<file path="src/rtl/zcg_pkg.sv">
package zcg_pkg;

  localparam int unsigned CH_L = 1;
  localparam int unsigned CH_R = 0;

  typedef enum logic [2:0] {
    ACT_HOLD,
    ACT_INSTANT,
    ACT_ARM,
    ACT_APPLY,
    ACT_COUNT
  } lane_act_e;

  // Priority: instant write, then arming (write or mute edge), then apply.
  function automatic lane_act_e pick_act(input logic inst, input logic arm,
                                         input logic busy, input logic zc,
                                         input logic tmo);
    if (inst) return ACT_INSTANT;
    if (arm) return ACT_ARM;
    if (busy && (zc || tmo)) return ACT_APPLY;
    if (busy) return ACT_COUNT;
    return ACT_HOLD;
  endfunction

endpackage

</file>
<file path="src/rtl/zcg_lane.sv">
module zcg_lane
  import zcg_pkg::*;
#(
  parameter int unsigned GAIN_W      = 8,
  parameter int unsigned TIMEOUT_CYC = 1100000
) (
  input  logic              clk,
  input  logic              rst_n,
  input  logic              wr_norm,
  input  logic              wr_inst,
  input  logic [GAIN_W-1:0] code,
  input  logic              mute_n,
  input  logic              mute_edge,
  input  logic              zc,
  input  logic              test_mode,
  output logic [GAIN_W-1:0] gain_o,
  output logic              busy_o,
  output logic              arm_ev,
  output logic              apply_ev
);

  localparam int unsigned CW = $clog2(TIMEOUT_CYC + 1);
  localparam logic [CW-1:0] LAST = CW'(TIMEOUT_CYC - 1);

  function automatic logic [GAIN_W-1:0] live_code(input logic pin_n,
                                                  input logic [GAIN_W-1:0] c);
    return pin_n ? c : '0;
  endfunction

  logic [GAIN_W-1:0] stored_q, pend_q, applied_q;
  logic [CW-1:0]     cnt_q;
  logic              busy_q;
  logic              tmo_hit;
  lane_act_e         act;

  assign tmo_hit  = (cnt_q == LAST);
  assign act      = pick_act(wr_inst, wr_norm | mute_edge, busy_q, zc, tmo_hit);
  assign arm_ev   = (act == ACT_ARM);
  assign apply_ev = (act == ACT_APPLY);

  always_ff @(posedge clk) begin
    if (!rst_n) begin
      stored_q  <= '0;
      pend_q    <= '0;
      applied_q <= '0;
      cnt_q     <= '0;
      busy_q    <= 1'b0;
    end else begin
      if (wr_norm || wr_inst) stored_q <= code;
      unique case (act)
        ACT_INSTANT: begin
          applied_q <= live_code(mute_n, code);
          busy_q    <= 1'b0;
          cnt_q     <= '0;
        end
        ACT_ARM: begin
          pend_q <= live_code(mute_n, wr_norm ? code : stored_q);
          busy_q <= 1'b1;
          cnt_q  <= '0;
        end
        ACT_APPLY: begin
          applied_q <= pend_q;
          busy_q    <= 1'b0;
          cnt_q     <= '0;
        end
        ACT_COUNT: cnt_q <= cnt_q + 1'b1;
        default: ;
      endcase
    end
  end

  assign gain_o = test_mode ? '0 : applied_q;
  assign busy_o = busy_q;

endmodule

</file>
<file path="src/rtl/zcg_peak.sv">
module zcg_peak #(
  parameter int unsigned N = 2
) (
  input  logic         clk,
  input  logic         rst_n,
  input  logic [N-1:0] hit,
  input  logic         rd,
  output logic [N-1:0] flags
);

  logic [N-1:0] flags_q;

  always_ff @(posedge clk) begin
    if (!rst_n) flags_q <= '0;
    else flags_q <= (rd ? '0 : flags_q) | hit;
  end

  assign flags = flags_q;

endmodule

</file>
<file path="src/rtl/zc_gain_gate.sv">
module zc_gain_gate
  import zcg_pkg::*;
#(
  parameter int unsigned GAIN_W      = 8,
  parameter int unsigned TIMEOUT_CYC = 1100000
) (
  input  logic              clk,
  input  logic              rst_n,
  input  logic              wr_en,
  input  logic [1:0]        wr_sel,
  input  logic              wr_instant,
  input  logic [GAIN_W-1:0] wr_code,
  input  logic              zc_left,
  input  logic              zc_right,
  input  logic              mute_n,
  input  logic              test_mode,
  input  logic              ovl_left,
  input  logic              ovl_right,
  input  logic              pk_rd,
  output logic [GAIN_W-1:0] gain_left,
  output logic [GAIN_W-1:0] gain_right,
  output logic [1:0]        busy,
  output logic [1:0]        ovl_flags
);

  logic              mute_q;
  logic              mute_edge;
  logic              wr_ok;
  logic [1:0]        zc_v;
  logic [1:0]        arm_ev;
  logic [1:0]        apply_ev;
  logic [GAIN_W-1:0] gain_v [2];

  // Reset loads the pin level so that leaving reset is not an edge.
  always_ff @(posedge clk) begin
    if (!rst_n) mute_q <= mute_n;
    else mute_q <= mute_n;
  end

  assign mute_edge = mute_n ^ mute_q;
  assign wr_ok     = wr_en && !test_mode;
  assign zc_v      = {zc_left, zc_right};

  for (genvar i = 0; i < 2; i++) begin : g_lane
    zcg_lane #(
      .GAIN_W     (GAIN_W),
      .TIMEOUT_CYC(TIMEOUT_CYC)
    ) u_lane (
      .clk      (clk),
      .rst_n    (rst_n),
      .wr_norm  (wr_ok && wr_sel[i] && !wr_instant),
      .wr_inst  (wr_ok && wr_sel[i] && wr_instant),
      .code     (wr_code),
      .mute_n   (mute_n),
      .mute_edge(mute_edge),
      .zc       (zc_v[i]),
      .test_mode(test_mode),
      .gain_o   (gain_v[i]),
      .busy_o   (busy[i]),
      .arm_ev   (arm_ev[i]),
      .apply_ev (apply_ev[i])
    );
  end

  assign gain_left  = gain_v[CH_L];
  assign gain_right = gain_v[CH_R];

  zcg_peak #(.N(2)) u_peak (
    .clk  (clk),
    .rst_n(rst_n),
    .hit  ({ovl_left, ovl_right}),
    .rd   (pk_rd),
    .flags(ovl_flags)
  );

endmodule

</file>
<file path="config.mk">
export PLATFORM = sky130hd
export DESIGN_NAME = zc_gain_gate
export DESIGN_NICKNAME = d
export VERILOG_FILES = /design/src/rtl/zcg_pkg.sv /design/src/rtl/zcg_lane.sv /design/src/rtl/zcg_peak.sv /design/src/rtl/zc_gain_gate.sv
export SDC_FILE = /design/constraint.sdc
export NUM_CORES = 1
export LEC_CHECK = 0
export ABC_AREA = 1
export BUFFER_PORTS_ARGS = -buffer_cell sky130_fd_sc_hd__buf_2
export CAP_MARGIN = 15
export CORE_MARGIN = 2
export CORE_UTILIZATION = 60
export CTS_CLUSTER_SIZE = 14
export DETAILED_ROUTE_END_ITERATION = 7
export PLACE_DENSITY = 0.84
export SLEW_MARGIN = 20
export SYNTH_ARGS = -nofsm -noshare
export SYNTH_HDL_FRONTEND = slang
export SYNTH_SLANG_ARGS = --single-unit
</file>
<file path="constraint.sdc">
create_clock -name clk -period 2.7 [get_ports clk]
set_clock_uncertainty 0.2 [all_clocks]
set_input_delay 0.135 -clock clk [delete_from_list [all_inputs] [get_ports clk]]
set_output_delay 0.135 -clock clk [all_outputs]
set_load 0.02 [all_outputs]
</file>
=== After elaboration in Yosys (flattened, before gate mapping) ===
Index checks and enable logic that the tools add are counted.
W data, S select, Z words.

* Bits in registers: 95
* Bits of input ports: 21
* Output and inout bits: 20
* Word-level logic and storage cells: 103

* Add/sub/neg operators: 2
* Eq/ne operators: 10
* Mux-type cells: 50
* Bitwise logic cells: 4
* Reductions and logical operators: 25

{| class="wikitable"
|+ Operators with widths
! operator !! count
|-
| $pmux W21 S2 || 2
|-
| $mux W8 || 7
|-
| $mux W3 || 16
|-
| $add A21 B1 Y21 const B || 2
|-
| $eq A21 B21 Y1 const B || 2
|-
| $pmux W8 S2 || 2
|-
| $mux W1 || 20
|-
| $eq A3 B2 Y1 const B || 4
|-
| $reduce_bool A2 Y1 || 6
|-
| $logic_and A1 B1 Y1 || 9
|-
| $eq A3 B1 Y1 const B || 2
|-
| $eq A3 B3 Y1 const B || 2
|-
| $reduce_or A3 Y1 || 2
|-
| $logic_or A1 B1 Y1 || 4
|-
| $pmux W1 S2 || 2
|-
| $reduce_or A2 Y1 || 2
|-
| $logic_not A1 Y1 || 2
|-
| $mux W2 || 1
|-
| $or A1 B1 Y1 || 2
|-
| $or A2 B2 Y2 || 1
|-
| $xor A1 B1 Y1 || 1
|}

=== Logic depth before layout (Yosys ltp) ===
Gate-level depths: netlist of the first run.

* Depth after elaboration: 19
* Depth in mapped cells: 11
* Gate-level depth less buffers: 11

=== Modules after synthesis ===
Synthesis of the first run repeated with hierarchy kept, for this count alone.

* Cell total of the unflattened synthesis: 782
* Area, all modules: 5251.3 um^2

{| class="wikitable"
|+ Modules (own cells, without submodules)
! module !! times used !! cells each !! area an instance (um^2)
|-
| zcg_lane || 2 || 381 || 2558.7
|-
| zcg_peak || 1 || 10 || 72.6
|-
| zc_gain_gate || 1 || 10 || 61.3
|}

=== Worst setup path before layout of the first run ===
OpenSTA, ideal clock, no wires.

* Path type: register to register
* Start point: reg g_lane[0].u_lane.cnt_q[0]
* End point: reg g_lane[0].u_lane.applied_q[3]
* Setup time: 113 ps
* Arrival: 1443 ps
* Path slack: 944 ps
* Stages on the path, launching flop included: 10
* Path buffers: 1
* Period minus slack after synthesis: 1756 ps
* Path through: dfxtp_1 ha_1 nand2_1 nor2_1 nand3_1 nand2_1 nand2_2 buf_2 nor2_1 nor2_1

* Longest elaborated chain between the ends: 11

{| class="wikitable"
|+ Ends and longest elaborated chain
! what !! line !! source
|-
| start, declared || zcg_lane.sv:31 || <nowiki>logic [CW-1:0] cnt_q;</nowiki>
|-
| start signal, assigned || zcg_lane.sv:66 || <nowiki>ACT_COUNT: cnt_q <= cnt_q + 1'b1;</nowiki>
|-
| $eq A21 B21 Y1 (*) || zcg_lane.sv:36 || <nowiki>assign tmo_hit = (cnt_q == LAST);</nowiki>
|-
| $logic_or A1 B1 Y1 (*) || zcg_pkg.sv:20 || <nowiki>if (busy && (zc || tmo)) return ACT_APPLY;</nowiki>
|-
| $logic_and A1 B1 Y1 (*) || zcg_pkg.sv:20 ||
|-
| $mux W3 or $mux W1 (tied branches) || zcg_pkg.sv:20 ||
|-
| $mux W3 or $mux W1 (tied branches) || zcg_pkg.sv:21, zcg_pkg.sv:20 ||
|-
| $mux W3 or $mux W1 (tied branches) || zcg_pkg.sv:22, zcg_pkg.sv:19 ||
|-
| $mux W3 (*) || zcg_pkg.sv:21 || <nowiki>if (busy) return ACT_COUNT;</nowiki>
|-
| $mux W3 (*) || zcg_pkg.sv:20 ||
|-
| $mux W3 (*) || zcg_pkg.sv:19 || <nowiki>if (arm) return ACT_ARM;</nowiki>
|-
| $eq A3 B2 Y1 or $eq A3 B1 Y1 (tied branches) || -- ||
|-
| $pmux W8 S2 or $reduce_bool A2 Y1 (tied branches) || -- ||
|-
| end signal, assigned || zcg_lane.sv:52 || <nowiki>applied_q <= live_code(mute_n, code);</nowiki>
|-
| end signal, assigned || zcg_lane.sv:62 || <nowiki>applied_q <= pend_q;</nowiki>
|-
| end, declared || zcg_lane.sv:30 || <nowiki>logic [GAIN_W-1:0] stored_q, pend_q, applied_q;</nowiki>
|}

Mark *: on every way between the ends. The rest lies on a longest branch, timed or not. The select of a mux whose other input is x is not followed.
A chain may end at the register's enable or synchronous reset.

=== Final worst setup path of the first run ===
* Start point: in mute_n
* End point: reg g_lane[1].u_lane.cnt_q[13]

* Longest elaborated chain between the ends: 12

{| class="wikitable"
|+ Ends and longest elaborated chain
! what !! line !! source
|-
| start, declared || zc_gain_gate.sv:15 || <nowiki>input logic mute_n,</nowiki>
|-
| $xor A1 B1 Y1 (*) || zc_gain_gate.sv:40 || <nowiki>assign mute_edge = mute_n ^ mute_q;</nowiki>
|-
| $or A1 B1 Y1 (*) || zcg_lane.sv:37 || <nowiki>assign act = pick_act(wr_inst, wr_norm | mute_edge, busy_q, zc, tmo_hit);</nowiki>
|-
| $mux W3 || zcg_pkg.sv:19 ||
|-
| $mux W3 || zcg_pkg.sv:20 ||
|-
| $mux W3 || zcg_pkg.sv:21 ||
|-
| $mux W3 || zcg_pkg.sv:22 || <nowiki>return ACT_HOLD;</nowiki>
|-
| $mux W3 || zcg_pkg.sv:21 ||
|-
| $mux W3 (*) || zcg_pkg.sv:20 ||
|-
| $mux W3 (*) || zcg_pkg.sv:19 ||
|-
| $eq A3 B1 Y1 or $eq A3 B2 Y1 (tied branches) || -- ||
|-
| $reduce_or A3 Y1 (no line) || -- ||
|-
| $pmux W21 S2 or $reduce_bool A2 Y1 (tied branches) || -- ||
|-
| end signal, assigned || zcg_lane.sv:66 ||
|-
| end, declared || zcg_lane.sv:31 ||
|}

Marks and branches as above.

==> reports/metrics.cfg, run 1 <==
[run_status]
outcome=completed

[synthesis]
yosys.area.top_type_share_pct=36.4
post_synth_instance_area_mm2=0.00523
synth.avg_cell_area_um2=6.18
synth.net_count=869
postSynth.topFlopCell=sky130_fd_sc_hd__dfxtp_1
synthDominantAreaCellType=sky130_fd_sc_hd__dfxtp_1
synthTopCellsByArea=sky130_fd_sc_hd__dfxtp_1, sky130_fd_sc_hd__nand2_1, sky130_fd_sc_hd__nor2_1
netlist_top_cells_count=sky130_fd_sc_hd__nand2_1, sky130_fd_sc_hd__nor2_1, sky130_fd_sc_hd__dfxtp_1, sky130_fd_sc_hd__inv_1, sky130_fd_sc_hd__a21oi_1
synth_most_common_cell=sky130_fd_sc_hd__nand2_1
synth_enable_flop_cells=0
yosys.cell_types.count=27
synthCells=846
yosysWarningCount=0
yosysSeqAreaShare_pct=36.4
postSynth.asyncResetShare_pct=0
ys_ff_latch=95

[pwr]
p_comb_share_pct=11.8
power.share.switching_pct=29.7
seq_power_share_pct=53.4
cellLeakagePower_nw=2.39
share_clk_of_total_power_pct=34.9
netSwitchingPower_mw=0.810
pwr_density_cell_mw_per_mm2=474
internal_power_mw=1.92
power.ir.vdd_worst_mv=0.292

[clocking]
clkTransAtPathRegs_ns=0.11
htree_levels=3
worstSkewPairLatency_ns=0.37
clock_buffers_created_by_tritoncts=9
tritoncts=yes
max-clock-path-buffers=2
tritoncts_sink_count=95
cts-root-buf=sky130_fd_sc_hd__clkbuf_8
post_cts_resized=0

[critical_path]
timing.setup.critical_path_class=primary input to flop
cp.required_ns=2.80
crit_path_max_fanout=13
startpoint=mute_n
critical_path_arrival_ns=2.28
sort_of_element_at_the_end_of_the_critical_path=flop
start_kind=primary input
r2r_start=g_lane[1].u_lane.cnt_q[0]

[floorplan]
floorplan.initialDensity_pct=60.8
floorplan.rows=34
die_width_um=97.3
design.core.area_mm2=0.00859
number_of_top_level_pins=41
fp.dieH_um=97.3
die_area_mm2=0.00947

[timing]
least_setup_slack_across_all_paths_after_layout_ns=0.518
fin_tns_setup_ns=0
worst-slew-pin-transition_ns=0.947
drv_slew=0
max_freq_mhz=458
post-route-period-util_pct=80.8
final.min_clock_period_ns=2.18
grt_setup_unrepaired=no
timing.final.hold_violations=0
timing.slew.headroom_pct=36.8
setup_viol=0

[placed_design]
inst_count_dp=967
hpwlAfterDp_um=9000
finalWeightedCongestion=0.921
dp_worst_setup_slack_ns=0.668
io_buffers=40

[route]
postRouteWirelength_um=12700
drc=0
initialDrtViolationCount=245
ant_nets=0
via_per_inst=5.31
drt_pass1_iterations=5
dr_total_vias=5289
route.detailed.wl_per_inst_um=12.8

[grt]
grt_start_max_net_pins=56
grt.overflow.total=0
antenna_found_initial=0
gr-usage-all-layers_pct=26.9
wire_length_of_the_first_global_routing_pass_um=21300
grt_pass1_vias=4883

[final_layout]
final_cell_count_no_fill=996
n_antenna_cell=0
finish.net_count=906
synthToLayoutAreaGrowth_pct=10.2
layout-drive-gt1-share_pct=9.23

[flow_run]
cap_viol_max_count=0

[hold_path]
hold_start=zc_right
worst_hold_path_type=primary input to flop

## cell usage in the layout, fill, tap and decap left out
| cell | count |
|---|---|
| sky130_fd_sc_hd__a21oi_1 | 73 |
| sky130_fd_sc_hd__and2_1 | 9 |
| sky130_fd_sc_hd__buf_2 | 40 |
| sky130_fd_sc_hd__buf_4 | 2 |
| sky130_fd_sc_hd__clkbuf_8 | 10 |
| sky130_fd_sc_hd__clkinv_4 | 1 |
| sky130_fd_sc_hd__dfxtp_1 | 95 |
| sky130_fd_sc_hd__dlygate4sd3_1 | 13 |
| sky130_fd_sc_hd__ha_1 | 2 |
| sky130_fd_sc_hd__inv_1 | 78 |
| sky130_fd_sc_hd__inv_2 | 6 |
| sky130_fd_sc_hd__inv_6 | 3 |
| sky130_fd_sc_hd__inv_8 | 2 |
| sky130_fd_sc_hd__nand2_1 | 243 |
| sky130_fd_sc_hd__nand2_2 | 5 |
| sky130_fd_sc_hd__nand2_4 | 2 |
| sky130_fd_sc_hd__nand3_1 | 35 |
| sky130_fd_sc_hd__nand3_2 | 3 |
| sky130_fd_sc_hd__nand3b_1 | 7 |
| sky130_fd_sc_hd__nand4_1 | 6 |
| sky130_fd_sc_hd__nor2_1 | 182 |
| sky130_fd_sc_hd__nor2_2 | 1 |
| sky130_fd_sc_hd__nor2_4 | 4 |
| sky130_fd_sc_hd__nor2_8 | 2 |
| sky130_fd_sc_hd__nor3_1 | 3 |
| sky130_fd_sc_hd__o21ai_0 | 44 |
| sky130_fd_sc_hd__o21ai_1 | 2 |
| sky130_fd_sc_hd__xnor2_1 | 4 |
| sky130_fd_sc_hd__xnor2_2 | 1 |
| sky130_fd_sc_hd__xor2_1 | 10 |
## path summary, 6_finish.rpt
path | end | slack [ns] | cells past startpoint
setup / recovery | g_lane[1].u_lane.cnt_q[13] | 0.52 | 9
hold / removal | g_lane[0].u_lane.cnt_q[0] | 0.06 | 4
setup reg to reg | g_lane[1].u_lane.applied_q[0] | 0.62 | 8
hold reg to reg | g_lane[1].u_lane.stored_q[0] | 0.26 | 2
## power groups by stage
stage	sequential, mW	clock [mW]	combinational [mW]
2_1_floorplan	1.49	0	0.221
3_3_place_gp	1.49	0	0.291
3_5_place_dp	1.49	0	0.300
4_1_cts	1.46	0.961	0.316
5_1_grt	1.46	1.01	0.357
6_report	1.46	0.952	0.321
## critical path, stage by stage
cell                            delay (ns)
sky130_fd_sc_hd__dlygate4sd3_1        0.53
sky130_fd_sc_hd__buf_2                0.21
sky130_fd_sc_hd__xnor2_2              0.31
sky130_fd_sc_hd__nand2_4              0.14
sky130_fd_sc_hd__nor2_2               0.46
sky130_fd_sc_hd__inv_2                0.21
sky130_fd_sc_hd__nor2_1               0.15
sky130_fd_sc_hd__nor2_1               0.06
sky130_fd_sc_hd__nor2_1               0.08
## metal layers
layer	track usage [%]	up-vias	wire, µm
met3	3.60	34	607
met5	0	-	0
li1	-	2702	-
met1	32.3	2387	5570
met2	48.2	166	6230
met4	11.2	0	342
## state kept, by name, summed over array words and instances (netlist names)
signal / flops
g_lane.u_lane.cnt_q: 42
g_lane.u_lane.applied_q: 16
g_lane.u_lane.pend_q: 16
g_lane.u_lane.stored_q: 16
g_lane.u_lane.busy_o: 2
u_peak.flags: 2
mute_q: 1
## cells by family (layout without fill, tap and decap cells)
kind of cell | Yosys count | count (layout) | synth area share [%]
buffers and inverters | 113 | 155 | 8.74
and+or+nand+nor | 502 | 502 | 40.3
adders and majority gates | 2 | 2 | 0.479
xor gates and xnor gates | 15 | 15 | 2.66
DFF | 95 | 95 | 36.4
AOI/OAI and AO/OA | 119 | 119 | 11.4
## area by class of cell
class                   instances  area (µm²)
multi-input cells             638        2870
fillers                       758        2830
flip-flops and latches         95        1900
repair buffers                 55         345
inverters                      84         315
clock buffers                  10         138
well taps                     108         135
clock inverters                 6        57.6
## stage by stage
step	instance area [µm²]	total power, mW	hold WS [ns]	utilization, %
finish	5760	2.73	0.0600	67.0
global route	5760	2.83	0.0989	67.0
CTS	5760	2.73	0.0536	67.0
detailed placement	5430	1.79	0.153	63.2
global placement	5430	1.78	0.140	63.2
floorplan	5230	1.71	-0.0373	-
## repair_timing
action / CTS / global route
endpoints found under the hold margin: 19 / 0
hold buffers: 13 / 0
buffers inserted: 0 / 0
No activity file was read; power rests on OpenSTA's default activity.
==> inputs of run 2 (changes only) <==
--- a/config.mk
+++ b/config.mk
@@ -5,7 +5,7 @@
 export SDC_FILE = /design/constraint.sdc
 export NUM_CORES = 1
 export LEC_CHECK = 0
-export ABC_AREA = 1
+export ABC_AREA = 0
 export BUFFER_PORTS_ARGS = -buffer_cell sky130_fd_sc_hd__buf_2
 export CAP_MARGIN = 15
 export CORE_MARGIN = 2
==> constraint.sdc (replaced) <==
create_clock -name clk -period 2.3 [get_ports clk]
set_clock_uncertainty 0.2 [all_clocks]
set_input_delay 0.115 -clock clk [delete_from_list [all_inputs] [get_ports clk]]
set_output_delay 0.115 -clock clk [all_outputs]
set_load 0.02 [all_outputs]
==> reports/metrics.cfg, run 2 <==
[run_status]
outcome=completed

[flow_run]
cap_viol_max_count=0

[route]
route.detailed.wl_per_inst_um=16.9
drc=0
drt_pass1_iterations=5
via_per_inst=6.29
initialDrtViolationCount=262
dr_total_vias=4695
ant_nets=0
postRouteWirelength_um=12600

[grt]
met3_usage_pct=3.43
antenna_found_initial=0
grt_start_max_net_pins=47
grt_util_met2_pct=49.5
grt.overflow.total=0
grt.busiest_layer=met2
grt.met1_usage_pct=37.0
gr-usage-all-layers_pct=29.3
wire_length_of_the_first_global_routing_pass_um=20800
grt_pass1_vias=4420

[synthesis]
yosys.area.top_type_share_pct=38.3
synthDominantAreaCellType=sky130_fd_sc_hd__dfxtp_1
netlist_top_cells_count=sky130_fd_sc_hd__dfxtp_1, sky130_fd_sc_hd__nand2_1, sky130_fd_sc_hd__mux2i_1, sky130_fd_sc_hd__nand3_1
synth_enable_flop_cells=0
synthCells=576
synth.net_count=599
postSynth.asyncResetShare_pct=0
yosysSeqAreaShare_pct=38.3
synth.avg_cell_area_um2=8.61
postSynth.topFlopCell=sky130_fd_sc_hd__dfxtp_1
yosysWarningCount=0
post_synth_instance_area_mm2=0.00496
yosys.cell_types.count=61
synth_most_common_cell=sky130_fd_sc_hd__dfxtp_1
synthTopCellsByArea=sky130_fd_sc_hd__dfxtp_1, sky130_fd_sc_hd__mux2i_1, sky130_fd_sc_hd__nand2_1
ys_ff_latch=95

[critical_path]
start_kind=flop
crit_path_max_fanout=5
critical_path_arrival_ns=2.32
timing.setup.critical_path_class=flop to flop
cp.required_ns=2.38
sort_of_element_at_the_end_of_the_critical_path=flop

[clocking]
tritoncts=yes
clkTransAtPathRegs_ns=0.10
htree_levels=3
worstSkewPairLatency_ns=0.36
clock_buffers_created_by_tritoncts=9
cts-root-buf=sky130_fd_sc_hd__clkbuf_8
max-clock-path-buffers=2
tritoncts_sink_count=95

[placed_design]
dp_worst_setup_slack_ns=0.0715
io_buffers=40
inst_count_dp=714
finalWeightedCongestion=0.929
hpwlAfterDp_um=8660

[timing]
max_freq_mhz=448
final.min_clock_period_ns=2.23
worst-slew-pin-transition_ns=0.588
timing.final.hold_violations=0
timing.slew.headroom_pct=60.8
least_setup_slack_across_all_paths_after_layout_ns=0.0680
post-route-period-util_pct=97.0
grt_setup_unrepaired=yes
drv_slew=0
setup_viol=0

[final_layout]
n_antenna_cell=0
final_cell_count_no_fill=747
regMostFlops=g_lane.u_lane.cnt_q
most_common_library_cell_in_the_layout_ignoring_fill_and_taps=sky130_fd_sc_hd__dfxtp_1
layout-drive-gt1-share_pct=16.5
most-common-layout-cells=sky130_fd_sc_hd__dfxtp_1, sky130_fd_sc_hd__nand2_1, sky130_fd_sc_hd__mux2i_1, sky130_fd_sc_hd__buf_2, sky130_fd_sc_hd__nand3_1
finish.net_count=660
largest_register_ffs=42
synthToLayoutAreaGrowth_pct=16.0

[floorplan]
floorplan.initialDensity_pct=61.0
die_width_um=94.9
fp.dieH_um=94.9
die_area_mm2=0.00901
number_of_top_level_pins=41
floorplan.rows=33
design.core.area_mm2=0.00813

[pwr]
power.ir.vdd_worst_mv=0.443
cellLeakagePower_nw=2.07
pwr_density_cell_mw_per_mm2=547
post-layout-total-power_mw=3.14

[hold_path]
worst_hold_path_type=primary input to flop

==> run 2: changes by cell type in the layout (fill, tap and decap cells not counted), sizes merged, moves of 19 or more <==
cell / previous run / this run
buf: 42 / 67
mux2i: 0 / 40
nor2: 189 / 15
a31oi: 0 / 27
o21ai: 46 / 27
nand2: 250 / 70
inv: 89 / 6
nor2b: 0 / 28
and2: 9 / 28
a21oi: 73 / 15
or3: 0 / 19
==> run 2: final timing paths <==
check	from	to	slack [ns]	cells after the start
setup / recovery	g_lane[0].u_lane.cnt_q[0]	g_lane[0].u_lane.cnt_q[12]	0.07	6
hold / removal	wr_sel[0]	g_lane[0].u_lane.busy_o	0.12	4
setup reg to reg	g_lane[0].u_lane.cnt_q[0]	g_lane[0].u_lane.cnt_q[12]	0.07	6
hold reg to reg	g_lane[0].u_lane.stored_q[1]	g_lane[0].u_lane.stored_q[1]	0.27	2
==> run 2: metrics by stage <==
step | cell area, µm² | util, % | TNS, ns | hold slack [ns]
final | 5750 | 70.7 | 0 | 0.123
after global placement | 5340 | 65.6 | 0 | 0.124
after global routing | 5750 | 70.7 | -0.0653 | 0.154
after floorplan | 4960 | - | 0 | -0.0573
after CTS | 5670 | 69.7 | 0 | 0.105
after detailed placement | 5340 | 65.6 | 0 | 0.139
==> run 2: cells by family (layout without fill, tap and decap cells) <==
logic type,Yosys count,in the layout,share of synthesized area [%]
buf+inv,39,105,3.48
compound gates,133,133,19.2
xor+xnor,2,2,0.353
fa+ha+maj,2,2,0.504
flops,95,95,38.3
mux,41,41,8.30
simple gates,264,264,29.8
==> run 2: report_power, final <==
part | internal (mW) | leakage (nW) | switching, mW | total (mW)
combinational | 0.158 | 1.21 | 0.255 | 0.413
clock | 0.429 | 0.0870 | 0.601 | 1.03
sequential | 1.68 | 0.770 | 0.0207 | 1.70
total | 2.27 | 2.07 | 0.876 | 3.14
==> run 2: routing by layer <==
| layer | routed length (µm) | up-vias |
|---|---|---|
| met3 | 647 | 36 |
| met5 | 0 | - |
| met1 | 5340 | 2220 |
| met2 | 6210 | 171 |
| met4 | 396 | 0 |
| li1 | - | 2268 |
==> run 2: area by class of cell <==
| cell class | count | area (µm²) |
|---|---|---|
| multi-input cells | 442 | 2950 |
| fillers | 598 | 2380 |
| clock inverters | 4 | 30.0 |
| inverters | 6 | 22.5 |
| repair buffers | 83 | 567 |
| well taps | 105 | 131 |
| clock buffers | 12 | 145 |
| flip-flops and latches | 95 | 1900 |
==> run 2: worst max-delay path, stage by stage, from the launching register on <==
cell and delay, ns:
sky130_fd_sc_hd__dfxtp_1 0.40, sky130_fd_sc_hd__ha_1 0.26, sky130_fd_sc_hd__nand3_2 0.16, sky130_fd_sc_hd__buf_4 0.19
sky130_fd_sc_hd__or4_1 0.43, sky130_fd_sc_hd__or3_1 0.33, sky130_fd_sc_hd__a31oi_1 0.18
==> run 2: repair_timing <==
item,CTS,global route
hold endpoints to repair,28,0
hold buffers,16,0
gates resized for setup,0,14
buffers inserted,0,1
setup endpoints to repair,0,26
==> inputs of run 3 (changes only) <==
--- a/config.mk
+++ b/config.mk
@@ -5,7 +5,7 @@
 export SDC_FILE = /design/constraint.sdc
 export NUM_CORES = 1
 export LEC_CHECK = 0
-export ABC_AREA = 0
+export ABC_AREA = 1
 export BUFFER_PORTS_ARGS = -buffer_cell sky130_fd_sc_hd__buf_2
 export CAP_MARGIN = 15
 export CORE_MARGIN = 2
==> reports/metrics.cfg, run 3 (synthesized netlist as in run 1, its figures left out) <==
[run_status]
outcome=completed

[grt]
gr-usage-all-layers_pct=27.0
antenna_found_initial=0
grt_start_max_net_pins=56
grt_pass1_vias=5017
grt.overflow.total=0
wire_length_of_the_first_global_routing_pass_um=21700

[timing]
timing.hold.ws_ns=0.0380
grt_setup_unrepaired=no
timing.final.hold_violations=0
max_freq_mhz=472
timing.slew.headroom_pct=67.3
final.min_clock_period_ns=2.12
least_setup_slack_across_all_paths_after_layout_ns=0.183
fin_tns_setup_ns=0
worst-slew-pin-transition_ns=0.487
setup_viol=0
post-route-period-util_pct=92.0
drv_slew=0

[placed_design]
finalWeightedCongestion=0.990
hpwlAfterDp_um=8970
io_buffers=40
dp_worst_setup_slack_ns=0.262
dp_area_mm2=0.00549

[critical_path]
r2r_setup_slack_ns=0.18
r2r_start=g_lane[0].u_lane.cnt_q[0]
timing.critical_path.to=g_lane[0].u_lane.applied_q[2]
start_kind=flop
worst_r2r_endpoint=g_lane[0].u_lane.applied_q[2]
crit_path_max_fanout=15
sort_of_element_at_the_end_of_the_critical_path=flop
timing.setup.critical_path_class=flop to flop
critical_path_arrival_ns=2.18
cp.required_ns=2.36
startpoint=g_lane[0].u_lane.cnt_q[0]
rr_worst_depth=8

[hold_path]
worst_hold_path_type=primary input to flop
hold_start=wr_sel[0]

[clocking]
tritoncts_sink_count=95
worstSkewPairLatency_ns=0.36
cts-root-buf=sky130_fd_sc_hd__clkbuf_8
clock_buffers_created_by_tritoncts=9
htree_levels=3
post_cts_resized=0
tritoncts=yes
clkTransAtPathRegs_ns=0.10
max-clock-path-buffers=2

[floorplan]
fp.dieH_um=97.3
die_area_mm2=0.00947
design.core.area_mm2=0.00859
floorplan.rows=34
number_of_top_level_pins=41
die_width_um=97.3
floorplan.initialDensity_pct=60.8

[final_layout]
final_design_area_no_fill_mm2=0.00584
finish.net_count=915
layout-drive-gt1-share_pct=9.81
n_antenna_cell=0
largest_register_ffs=42
most_common_library_cell_in_the_layout_ignoring_fill_and_taps=sky130_fd_sc_hd__nand2_1
most-common-layout-cells=sky130_fd_sc_hd__nand2_1, sky130_fd_sc_hd__nor2_1, sky130_fd_sc_hd__dfxtp_1, sky130_fd_sc_hd__inv_1, sky130_fd_sc_hd__a21oi_1
num-fill-cells=765
synthToLayoutAreaGrowth_pct=11.7
regMostFlops=g_lane.u_lane.cnt_q

[route]
route.detailed.wl_per_inst_um=12.5
dr_total_vias=5304
via_per_inst=5.28
ant_nets=0
drt_pass1_iterations=5
initialDrtViolationCount=301
drc=0
postRouteWirelength_um=12600

[pwr]
pwr_density_cell_mw_per_mm2=545
power.ir.vdd_worst_mv=0.274
post-layout-total-power_mw=3.18
cellLeakagePower_nw=2.44

[flow_run]
cap_viol_max_count=0

==> run 3: layer usage <==
| metal | vias to the layer above | track usage (%) | part of all wire [%] | wire length [µm] |
|---|---|---|---|---|
| li1 | 2719 | - | - | - |
| met1 | 2381 | 33.3 | 45 | 5650 |
| met2 | 176 | 46.9 | 48 | 6000 |
| met3 | 28 | 4.96 | 5.2 | 652 |
| met4 | 0 | 10.7 | 2.1 | 258 |
| met5 | - | 0 | 0 | 0 |
==> run 3: area by class of cell <==
| cell class | count | area, µm² | share of cell area, % |
|---|---|---|---|
| inverter | 84 | 315 | 5.40 |
| multi-input combinational | 638 | 2870 | 49.1 |
| timing repair buffer | 64 | 433 | 7.42 |
| clock inverter | 7 | 62.6 | 1.07 |
| clock buffer | 9 | 124 | 2.12 |
| tap | 108 | 135 | 2.31 |
| sequential | 95 | 1900 | 32.6 |
==> run 3: worst max-delay path, stage by stage, from the launching register on <==
cell and delay, ns:
sky130_fd_sc_hd__dfxtp_1 0.45, sky130_fd_sc_hd__ha_1 0.23, sky130_fd_sc_hd__nand2_1 0.08, sky130_fd_sc_hd__nor2_1 0.20, sky130_fd_sc_hd__nand3_1 0.16, sky130_fd_sc_hd__nand2_1 0.21, sky130_fd_sc_hd__nand2_2 0.22, sky130_fd_sc_hd__o21ai_0 0.22
sky130_fd_sc_hd__nor2_1 0.06
==> run 3: per-stage QoR <==
stage	cells	utilization, %
CTS	1005	67.9
global placement	973	63.9
floorplan	846	-
global route	1005	67.9
finish	1005	67.9
detailed placement	973	63.9
==> run 3: worst min path at each step <==
stage	to	slack, ns	depth (start not counted)
floorplan	mute_q	-0.06	0
global placement	u_peak.flags[1]	0.12	3
detailed placement	u_peak.flags[1]	0.14	3
CTS	g_lane[0].u_lane.stored_q[3]	0.03	4
global route	g_lane[0].u_lane.stored_q[2]	0.05	3
finish	g_lane[0].u_lane.stored_q[6]	0.04	4
==> run 3: report_power, final <==
group	switching (mW)	internal, mW	leakage, nW	total (mW)
clock network	0.661	0.419	0.0980	1.08
registers	0.0232	1.69	0.770	1.71
logic	0.265	0.125	1.57	0.390
==> run 3: timing repair <==
action                                  in CTS  in global routing
setup buffers                                0                  0
endpoints found under the setup margin       0                  0
endpoints found under the hold margin       34                  0
hold buffers                                16                  0
